--- config.mk ---
export PLATFORM = sky130hd
export DESIGN_NAME = pbank_array
export DESIGN_NICKNAME = d
export VERILOG_FILES = /design/src/rtl/pbank_pkg.sv /design/src/rtl/pbank_map.sv /design/src/rtl/pbank_arb.sv /design/src/rtl/pbank_store.sv /design/src/rtl/pbank_array.sv
export SDC_FILE = /design/constraint.sdc
export NUM_CORES = 1
export LEC_CHECK = 0
export BUFFER_PORTS_ARGS = -buffer_cell sky130_fd_sc_hd__buf_2
export CORE_MARGIN = 2
export CORE_UTILIZATION = 40
export CTS_CLUSTER_SIZE = 28
export DETAILED_ROUTE_END_ITERATION = 12
export PLACE_DENSITY = 0.56
export SYNTH_ARGS = -nofsm -noshare
export SYNTH_HDL_FRONTEND = slang
export SYNTH_SLANG_ARGS = --single-unit
export TNS_END_PERCENT = 50
--- constraint.sdc ---
create_clock -name clk -period 7.1 [get_ports clk]
set_input_delay 1.065 -clock clk [delete_from_list [all_inputs] [get_ports clk]]
set_output_delay 1.065 -clock clk [all_outputs]
set_load 0.1 [all_outputs]
--- src/rtl/pbank_pkg.sv ---
package pbank_pkg;

  typedef enum logic {MAP_BLOCK = 1'b0, MAP_CYCLIC = 1'b1} map_e;

  function automatic int ceil_div(input int a, input int b);
    return (a + b - 1) / b;
  endfunction

  // rows physically needed by bank b (never below one)
  function automatic int bank_rows(input int depth, input int banks, input map_e mode, input int b);
    int n;
    if (mode == MAP_BLOCK) begin
      n = depth - b * ceil_div(depth, banks);
      if (n > ceil_div(depth, banks)) n = ceil_div(depth, banks);
    end else begin
      n = ceil_div(depth - b, banks);
    end
    if (n < 1) n = 1;
    return n;
  endfunction

endpackage

--- src/rtl/pbank_map.sv ---
module pbank_map #(
  parameter int            DEPTH  = 10,
  parameter int            BANKS  = 4,
  parameter pbank_pkg::map_e MAP  = pbank_pkg::MAP_BLOCK,
  parameter int            IDX_W  = 5,
  parameter int            BANK_W = 2,
  parameter int            OFF_W  = 2
) (
  input  logic [IDX_W-1:0]  idx,
  output logic [BANK_W-1:0] bank,
  output logic [OFF_W-1:0]  off,
  output logic              in_range
);
  localparam int SPAN = pbank_pkg::ceil_div(DEPTH, BANKS);

  assign in_range = (int'(idx) < DEPTH);

  generate
    if (MAP == pbank_pkg::MAP_BLOCK) begin : g_block
      always_comb begin
        bank = BANK_W'(int'(idx) / SPAN);
        off  = OFF_W'(int'(idx) % SPAN);
      end
    end else begin : g_cyclic
      always_comb begin
        bank = BANK_W'(int'(idx) % BANKS);
        off  = OFF_W'(int'(idx) / BANKS);
      end
    end
  endgenerate

endmodule

--- src/rtl/pbank_arb.sv ---
module pbank_arb #(
  parameter int NA     = 4,
  parameter int LIMIT  = 2,
  parameter int BANK_W = 2,
  parameter int SLOT_W = 1
) (
  input  logic [NA-1:0]             valid,
  input  logic [NA-1:0][BANK_W-1:0] bank,
  output logic [NA-1:0]             grant,
  output logic [NA-1:0][SLOT_W-1:0] slot
);
  // access 0 has top priority; a request's slot is the number of
  // earlier valid requests aimed at the same bank
  always_comb begin
    for (int a = 0; a < NA; a++) begin
      int cnt;
      cnt = 0;
      for (int j = 0; j < a; j++) begin
        if (valid[j] && bank[j] == bank[a]) cnt++;
      end
      grant[a] = valid[a] && (cnt < LIMIT);
      slot[a]  = (cnt < LIMIT) ? SLOT_W'(cnt) : '0;
    end
  end

endmodule

--- src/rtl/pbank_store.sv ---
module pbank_store #(
  parameter int WIDTH = 16,
  parameter int ROWS  = 3,
  parameter int NP    = 2,
  parameter int AW    = 2
) (
  input  logic                   clk,
  input  logic                   rst_n,
  input  logic [NP-1:0]          en,
  input  logic [NP-1:0]          we,
  input  logic [NP-1:0][AW-1:0]  addr,
  input  logic [WIDTH-1:0]       wdata,
  output logic [NP-1:0][WIDTH-1:0] rdata
);
  logic [WIDTH-1:0] mem [ROWS];
  logic [NP-1:0][WIDTH-1:0] rdata_q;

  always_ff @(posedge clk) begin
    for (int p = 0; p < NP; p++) begin
      if (en[p] && we[p] && int'(addr[p]) < ROWS) mem[addr[p]] <= wdata;
    end
  end

  always_ff @(posedge clk) begin
    for (int p = 0; p < NP; p++) begin
      if (en[p] && !we[p] && int'(addr[p]) < ROWS) rdata_q[p] <= mem[addr[p]];
    end
  end

  assign rdata = rdata_q;

  a_r5_single_writer: assert property (@(posedge clk) disable iff (!rst_n)
    $onehot0(en & we));

endmodule

--- src/rtl/pbank_array.sv ---
module pbank_array #(
  parameter int              DEPTH    = 10,
  parameter int              BANKS    = 4,
  parameter pbank_pkg::map_e MAP      = pbank_pkg::MAP_BLOCK,
  parameter int              WIDTH    = 16,
  parameter int              RD_PORTS = 3,
  parameter int              IDX_W    = $clog2(DEPTH) + 1
) (
  input  logic                      clk,
  input  logic                      rst_n,
  input  logic                      wr_en,
  input  logic [IDX_W-1:0]          wr_idx,
  input  logic [WIDTH-1:0]          wr_data,
  input  logic [RD_PORTS-1:0]       rd_en,
  input  logic [RD_PORTS*IDX_W-1:0] rd_idx,
  output logic [RD_PORTS-1:0]       rd_ok,
  output logic [RD_PORTS*WIDTH-1:0] rd_data,
  output logic                      conflict,
  output logic                      out_of_range
);
  localparam int NA     = RD_PORTS + 1;
  localparam int SPAN   = pbank_pkg::ceil_div(DEPTH, BANKS);
  localparam int LIMIT  = (BANKS == DEPTH) ? NA : 2;
  localparam int BANK_W = (BANKS > 1) ? $clog2(BANKS) : 1;
  localparam int OFF_W  = (SPAN > 1) ? $clog2(SPAN) : 1;
  localparam int SLOT_W = (LIMIT > 1) ? $clog2(LIMIT) : 1;

  logic [NA-1:0][IDX_W-1:0]  acc_idx;
  logic [NA-1:0]             acc_req, acc_in, acc_valid, grant;
  logic [NA-1:0][BANK_W-1:0] acc_bank;
  logic [NA-1:0][OFF_W-1:0]  acc_off;
  logic [NA-1:0][SLOT_W-1:0] acc_slot;

  assign acc_idx[0] = wr_idx;
  assign acc_req[0] = wr_en;

  genvar gr, ga, gb;
  generate
    for (gr = 0; gr < RD_PORTS; gr++) begin : g_rd_in
      assign acc_idx[gr+1] = rd_idx[gr*IDX_W +: IDX_W];
      assign acc_req[gr+1] = rd_en[gr];
    end
    for (ga = 0; ga < NA; ga++) begin : g_map
      pbank_map #(
        .DEPTH(DEPTH), .BANKS(BANKS), .MAP(MAP),
        .IDX_W(IDX_W), .BANK_W(BANK_W), .OFF_W(OFF_W)
      ) u_map (
        .idx(acc_idx[ga]), .bank(acc_bank[ga]),
        .off(acc_off[ga]), .in_range(acc_in[ga])
      );
    end
  endgenerate

  assign acc_valid = acc_req & acc_in;

  pbank_arb #(.NA(NA), .LIMIT(LIMIT), .BANK_W(BANK_W), .SLOT_W(SLOT_W)) u_arb (
    .valid(acc_valid), .bank(acc_bank), .grant(grant), .slot(acc_slot)
  );

  assign conflict     = |(acc_valid & ~grant);
  assign out_of_range = |(acc_req & ~acc_in);

  // route granted accesses onto bank slots
  logic [BANKS-1:0][LIMIT-1:0]             bk_en, bk_we;
  logic [BANKS-1:0][LIMIT-1:0][OFF_W-1:0]  bk_addr;
  logic [BANKS-1:0][LIMIT-1:0][WIDTH-1:0]  bk_rd;

  always_comb begin
    bk_en   = '0;
    bk_we   = '0;
    bk_addr = '0;
    for (int b = 0; b < BANKS; b++) begin
      for (int s = 0; s < LIMIT; s++) begin
        for (int a = 0; a < NA; a++) begin
          if (grant[a] && acc_bank[a] == BANK_W'(b) && acc_slot[a] == SLOT_W'(s)) begin
            bk_en[b][s]   = 1'b1;
            bk_we[b][s]   = (a == 0);
            bk_addr[b][s] = acc_off[a];
          end
        end
      end
    end
  end

  generate
    for (gb = 0; gb < BANKS; gb++) begin : g_bank
      pbank_store #(
        .WIDTH(WIDTH), .ROWS(pbank_pkg::bank_rows(DEPTH, BANKS, MAP, gb)),
        .NP(LIMIT), .AW(OFF_W)
      ) u_store (
        .clk(clk), .rst_n(rst_n), .en(bk_en[gb]), .we(bk_we[gb]),
        .addr(bk_addr[gb]), .wdata(wr_data), .rdata(bk_rd[gb])
      );
    end
  endgenerate

  // read return path: next-state then registers
  logic [RD_PORTS-1:0]             ok_d, ok_q;
  logic [RD_PORTS-1:0][BANK_W-1:0] sel_bank_q;
  logic [RD_PORTS-1:0][SLOT_W-1:0] sel_slot_q;

  always_comb ok_d = grant[NA-1:1];

  always_ff @(posedge clk or negedge rst_n) begin
    if (!rst_n) ok_q <= '0;
    else        ok_q <= ok_d;
  end

  always_ff @(posedge clk) begin
    for (int r = 0; r < RD_PORTS; r++) begin
      if (ok_d[r]) begin
        sel_bank_q[r] <= acc_bank[r+1];
        sel_slot_q[r] <= acc_slot[r+1];
      end
    end
  end

  always_comb begin
    for (int r = 0; r < RD_PORTS; r++) begin
      rd_data[r*WIDTH +: WIDTH] = ok_q[r] ? bk_rd[sel_bank_q[r]][sel_slot_q[r]] : '0;
    end
  end

  assign rd_ok = ok_q;

  generate
    for (gr = 0; gr < RD_PORTS; gr++) begin : g_chk
      a_r3_ok_needs_request: assert property (@(posedge clk) disable iff (!rst_n)
        rd_ok[gr] |-> $past(rd_en[gr]));
      a_r3_idle_zero: assert property (@(posedge clk) disable iff (!rst_n)
        !rd_ok[gr] |-> (rd_data[gr*WIDTH +: WIDTH] == '0));
      a_r7_far_read_dropped: assert property (@(posedge clk) disable iff (!rst_n)
        (rd_en[gr] && rd_idx[gr*IDX_W +: IDX_W] >= IDX_W'(DEPTH)) |=> !rd_ok[gr]);
      a_r5_calm_read_served: assert property (@(posedge clk) disable iff (!rst_n)
        (!conflict && rd_en[gr] && rd_idx[gr*IDX_W +: IDX_W] < IDX_W'(DEPTH)) |=> rd_ok[gr]);
    end
  endgenerate

  a_r5_write_first: assert property (@(posedge clk) disable iff (!rst_n)
    acc_valid[0] |-> grant[0]);

endmodule

**Yosys cells after proc, flatten, opt, wreduce, memory -nomap -nowiden**

Memory sizes are Yosys's and may differ from the RTL's. A register that Yosys moved wholly into a read port is not among the register bits.
Index checks and enable logic that the tools add are counted.

- Flip-flop bits (word level): 12
- Bits in writable memories: 160
- Input port bits: 42
- Output and inout bits: 53
- Word-level logic and storage cells: 248
- Memories: 4

Memory list:

| memory | words | bits a word | rd ports | clocked after memory_dff | write ports | RTL line | RTL |
|---|---|---|---|---|---|---|---|
| g_bank[0].u_store.mem | 3 | 16 | 2 | 2 | 1 | pbank_store.sv:15 | `logic [WIDTH-1:0] mem [ROWS];` |
| g_bank[1].u_store.mem | 3 | 16 | 2 | 2 | 1 | pbank_store.sv:15 |  |
| g_bank[2].u_store.mem | 3 | 16 | 2 | 2 | 1 | pbank_store.sv:15 |  |
| g_bank[3].u_store.mem | 1 | 16 | 2 | 2 | 1 | pbank_store.sv:15 |  |

- Add/sub/neg operators: 3
- Divide/modulo/power cells: 8
- $lt $le $gt $ge: 21
- Equality and inequality tests: 18
- Mux-type cells: 100
- Bitwise gates (word level): 8
- Reduce and logical (&&, ||, !) cells: 79

Operators with widths:

| kind | count |
|---|---|
| $bmux 32 s2 | 3 |
| $mux 32 | 6 |
| $mux 16 | 9 |
| $div 6x3->32 const B | 4 |
| $mod 6x3->32 const B | 4 |
| $lt 32x3->1 const B | 3 |
| $logic_and 1x1->1 | 69 |
| $mux 2 | 28 |
| $mux 1 | 54 |
| $add 32x2->32 const B | 1 |
| $lt 5x4->1 const B | 4 |
| $eq 2x2->1 const B | 8 |
| $and 4x4->4 | 3 |
| $eq 2x2->1 | 6 |
| $lt 2x2->1 const B | 6 |
| $lt 2x3->1 const B | 3 |
| $eq 2x1->1 const B | 4 |
| $logic_not 2->1 | 4 |
| $not 4->4 | 2 |
| $reduce_or 4->1 | 2 |
| $lt 1x2->1 const B | 3 |
| $add 1x1->2 const B | 2 |
| $logic_not 1->1 | 4 |
| $lt 2x1->1 const B | 2 |
| $not 1->1 | 3 |

**Depth between registers and ports, before layout**

- Depth after elaboration: 17
- Mapped depth: 29
- Gate-level depth less buffers: 26

**By module**

A second synthesis with hierarchy kept.

- Cells, all modules: 1,282
- Area, all modules: 17,493.0 um^2

Modules (own cells, without submodules):

| module | instances | cells an instance | area each (um^2) |
|---|---|---|---|
| pbank_store at g_bank[0].u_store ... | 3 | 201 | 3,178.0 |
| pbank_array | 1 | 424 | 4,929.7 |
| pbank_store at g_bank[3].u_store | 1 | 53 | 1,482.7 |
| pbank_map at g_map[0].u_map ... | 3 | 42 | 327.8 |
| pbank_map at g_map[1].u_map | 1 | 49 | 342.8 |
| pbank_arb | 1 | 27 | 220.2 |

**Worst setup path before layout**

Ideal clock, no wire load.

- Path type: input to register
- Start point: in rd_idx[8]
- End point: mem g_bank[0].u_store.mem[1][0] (enable)
- Library setup time: 0.436 ns
- Arrival: 8.231 ns
- Data required time: 6.664 ns
- Path slack: -1.567 ns
- Cell stages on the path: 27
- Path buffers: 4
- Path through: clkbuf_1 -> clkbuf_1 -> ha_1 -> nor2b_1 -> mux2i_1 -> o2bb2ai_1 -> ha_1 -> o21bai_1 -> a21o_1 -> buf_2 -> a21oi_1 -> ha_1 -> a311oi_1 -> nand2_1 -> a21oi_1 -> inv_1 -> xnor2_1 -> nor3_1 -> ha_1 -> nor4b_1 -> nand2b_1 -> or3_1 -> o21ai_0 -> o21ai_0 -> a31oi_4 -> buf_6 -> nor4b_1

RTL lines:

| element | RTL line | RTL |
|---|---|---|
| start: declaration | pbank_array.sv:15 | `input logic [RD_PORTS*IDX_W-1:0] rd_idx,` |
| end: declaration | pbank_store.sv:15 |  |

**Final worst setup path**

- Start point: in rd_idx[3]
- End point: reg g_bank[1].u_store.rdata_q, in the netlist g_bank[1].u_store.rdata[6] (read register of g_bank[1].u_store.mem), data pin

- Cells in the longest elaborated chain, start to end: 14

Ends and longest elaborated chain:

| element | RTL line | RTL |
|---|---|---|
| branches (longest 14 deep; another with $div 6x3->32) | - |  |
| end: declaration | pbank_store.sv:16 | `logic [NP-1:0][WIDTH-1:0] rdata_q;` |

Several ways; the timed one is not identified.
A chain may end at the register's enable or synchronous reset.

==> run_results.csv <==
group,metric,value,unit
status,status,"completed",
global_route,grt_pass1_wl,67.71,mm
timing,max_slew_margin,47.58,%
worst_setup_path,crit_path_max_incr_delay,590,ps
route,drc,0,
route,ant_nets,0,
yosys,synthAdderAreaFrac,1.232,%
power,p_per_area,217.8,nW/um2
yosys,ys_types,89,
worst_setup_path,crit_type,"input pin to flop",
cells_and_area,fillers,3643,
floorplanning,die_area,43800,um2
yosys,synthXorXnorAreaFrac,0.9352,%
placed_design,dp_hpwl,31.54,mm
floorplanning,pin_count,95,
route,drtIter0Drc,928,
power,switchingPower,1103,uW
power,switching_share,26.22,%
cells_and_area,drive_gt1_share,34.62,%
clock_network,worstSkewPairLatency,560,ps
power,p_comb_share,17.1,%
cells_and_area,fin_nets,1334,
worst_setup_path,cp_slowest_cell,"fa_1",
clock_network,hold_buffers,0,
global_route,grt_pass1_vias,10600,
yosys,syn_inst,1161,
floorplanning,die_y,209.3,um
floorplanning,initial_utilization,40.37,%
yosys,seq_area_frac_synth,53.35,%
timing,maxSlewViolCount,0,
yosys,synth.net_count,1219,
global_route,antenna_found_initial,1,
worst_hold_path,hp-class,"input pin to async pin",
yosys,yosysMostFrequentCell,"edfxtp_1",
placed_design,gp_congestion,0.9069,
power,leakage,0.006874,uW
yosys,synth.area.top_cells,"edfxtp_1 (53%), mux4_2 (13%), mux2_2 (7.0%)",
floorplanning,coreArea,41760,um2
yosys,syn-cell-area,16860,um2
floorplanning,rows,75,
yosys,synth_compound_area_share,6.153,%
route,drt_wl_total,44.32,mm
yosys,synth_edf_count,297,
cells_and_area,area_growth,14.58,%
yosys,ys_async_sr_fraction,1.000,%
yosys,synthTopCellsByCount,"edfxtp_1 (297), mux2_2 (105), mux4_2 (97), mux2i_1 (88), nor2_1 (60)",
timing,tightest_slew,782.8,ps
timing,fmax,152.7,MHz
yosys,synth_top_family_by_area,"multiplexers",
clock_network,htreeDepth,1,
yosys,yosysTopAreaCell,"edfxtp_1",
placed_design,placedCellCount,1782,
timing,finalHoldViolations,0,
yosys,ys_ff_latch,300,
timing,setup_viol,0,
worst_setup_path,required,7390,ps
yosys,synth_top_area_share,52.91,%
yosys,syn_avg_cell_area,14.52,um2
route,vias_per_cell,5.693,
clock_network,cts_sinks,300,
clock_network,numCtsBuffers,31,
cells_and_area,fin_cells,1840,
timing,fin_skew,23.42,ps
clock_network,cts_root_buffer,"clkbuf_16",
power,peakVddDrop,0.1680,mV
clock_network,clockBufferDepth,3,
yosys,yosys.area_share.simple,8.803,%
global_route,grt_max_degree,33,
worst_setup_path,critPathMaxFanout,18,
worst_setup_path,critPathArrivalTime,6840,ps
timing,fin_hold_ws,308.2,ps
worst_setup_path,startpoint,"rd_idx[3]",
clock_network,ctsResizeCount,0,
worst_setup_path,rrSetupSlack,5880,ps
placed_design,port-buffer-count,94,
timing,fin_crit,6549,ps
yosys,yosysWarningCount,0,
worst_setup_path,rr_startpoint,"g_bank[0].u_store.mem[0][8]$_DFFE_PP_",
power,p_clk_share,35.4,%
timing,finalSetupTns,0,ps
clock_network,cts_tree,"built",
clock_network,cts_setup_buffers,0,
timing,timing.final.crit_share,92.23,%
worst_setup_path,cp-end-kind,"flop",
yosys,ys_dominant_reg_cell,"edfxtp_1",
worst_setup_path,start_kind,"input pin",
flow_run,maxCapViolCount,0,
clock_network,path_clk_slew,60,ps
global_route,grtUsageTotal,20.60,%
power,internal_power,3104,uW
floorplanning,die_width,209.3,um
route,avgRoutedWirePerCell,24.09,um
global_route,grt.overflow.total,0,
route,drt_pass1_iterations,5,
yosys,synth.mux.area_fraction,26.87,%
route,vias,10480,
cells_and_area,final_util,46.25,%
worst_setup_path,cp_cell_sequence,"buf_2, ha_1, nand2b_1, nor2_2, o31ai_2, nand2_1, ha_1, nor4_2, or2b_1, nor2b_1, ha_1, nor2_1, o211a_1, and2_4, xnor2_1, nand3_1, fa_1, nand2_1, or3_1, mux2_2, a31oi_4, buf_12, mux2_2, mux2_2",
timing,grt_setup_unrepaired,"no",
power,seqPwrFrac,47.5,%
-- final cells by class --
cell class | instances | area, um2 | area share, %
Antenna cell | 1 | 2.502 | 0.01296
Timing Repair Buffer | 156 | 1061 | 5.493
Multi-Input combinational cell | 761 | 7547 | 39.07
Clock buffer | 46 | 872.1 | 4.515
Clock inverter | 11 | 63.81 | 0.3304
Sequential cell | 300 | 8994 | 46.56
Inverter | 26 | 100.1 | 0.5182
Tap cell | 539 | 674.4 | 3.492
-- per-layer routing --
metal	up-vias	wire, um	global-route usage, %
met5	-	0	0
met4	0	635	3.719
met3	51	3327	4.309
met2	331	19790	31.79
met1	5279	20570	30.45
li1	4814	-	-
-- power groups by stage --
| stage | clock [uW] | sequential, uW | combinational (uW) |
|---|---|---|---|
| 2_1_floorplan | 0 | 2030 | 526 |
| 5_1_grt | 1580 | 2000 | 773 |
| 3_5_place_dp | 0 | 2040 | 718 |
| 4_1_cts | 1520 | 2000 | 721 |
| 6_report | 1490 | 2000 | 719 |
| 3_3_place_gp | 0 | 2040 | 716 |
-- cell families after synthesis --
kind of cell,count (synthesis)
fa+ha+maj,16
flops,300
mux,315
buf+inv,100
xor+xnor,18
compound gates,144
simple gates,268
-- layout by cell type, fill, tap and decap left out, drive strengths merged, types with 8 or more instances in the layout --
cell type / netlist / final
a21oi: 50 / 50
a31oi: 12 / 12
and2: 8 / 8
buf: 38 / 156
clkbuf: 36 / 46
clkinv: 1 / 9
edfxtp: 297 / 297
ha: 15 / 15
inv: 25 / 26
mux2: 130 / 130
mux2i: 88 / 88
mux4: 97 / 97
nand2: 47 / 47
nand2b: 10 / 10
nand3: 13 / 13
nor2: 62 / 62
nor2b: 58 / 58
nor3: 18 / 18
o21ai: 18 / 18
or3: 8 / 8
xnor2: 17 / 17
-- state kept, by name, summed over array words and instances, names as in the netlist --
register	count
g_bank.u_store.mem	160
g_bank.u_store.rdata	128
rd_ok	3
sel_bank_q	6
sel_slot_q	3
-- path summary, 6_finish.rpt --
path | to | depth (start not counted)
min | rd_ok[0]$_DFF_PN0_ | 1
max | g_bank[1].u_store.rdata[6]$_DFFE_PP_ | 24
max in group asynchronous | rd_ok[1]$_DFF_PN0_ | 1
min in group clk | g_bank[3].u_store.rdata[21]$_DFFE_PP_ | 0
max reg2reg | g_bank[0].u_store.rdata[24]$_DFFE_PP_ | 2
min reg2reg | g_bank[3].u_store.rdata[21]$_DFFE_PP_ | 0
-- critical path: cells and delay by family --
| kind | cells | cell delay, ps |
|---|---|---|
| AOI/OAI and AO/OA | 3 | 720 |
| xor gates and xnor gates | 1 | 120 |
| adders and majority gates | 4 | 1440 |
| and+or+nand+nor | 11 | 2160 |
| buffers and inverters | 2 | 410 |
| muxes | 3 | 930 |
-- stage by stage --
stage	instance area, um2	total power, uW	setup slack [ps]
floorplan	16970	2560	-128.4
global placement	18380	2751	105.5
detailed placement	18380	2755	9.708
CTS	19310	4242	583.7
global route	19310	4359	139.8
finish	19310	4207	551.4
(Power assumes the default switching activity.)
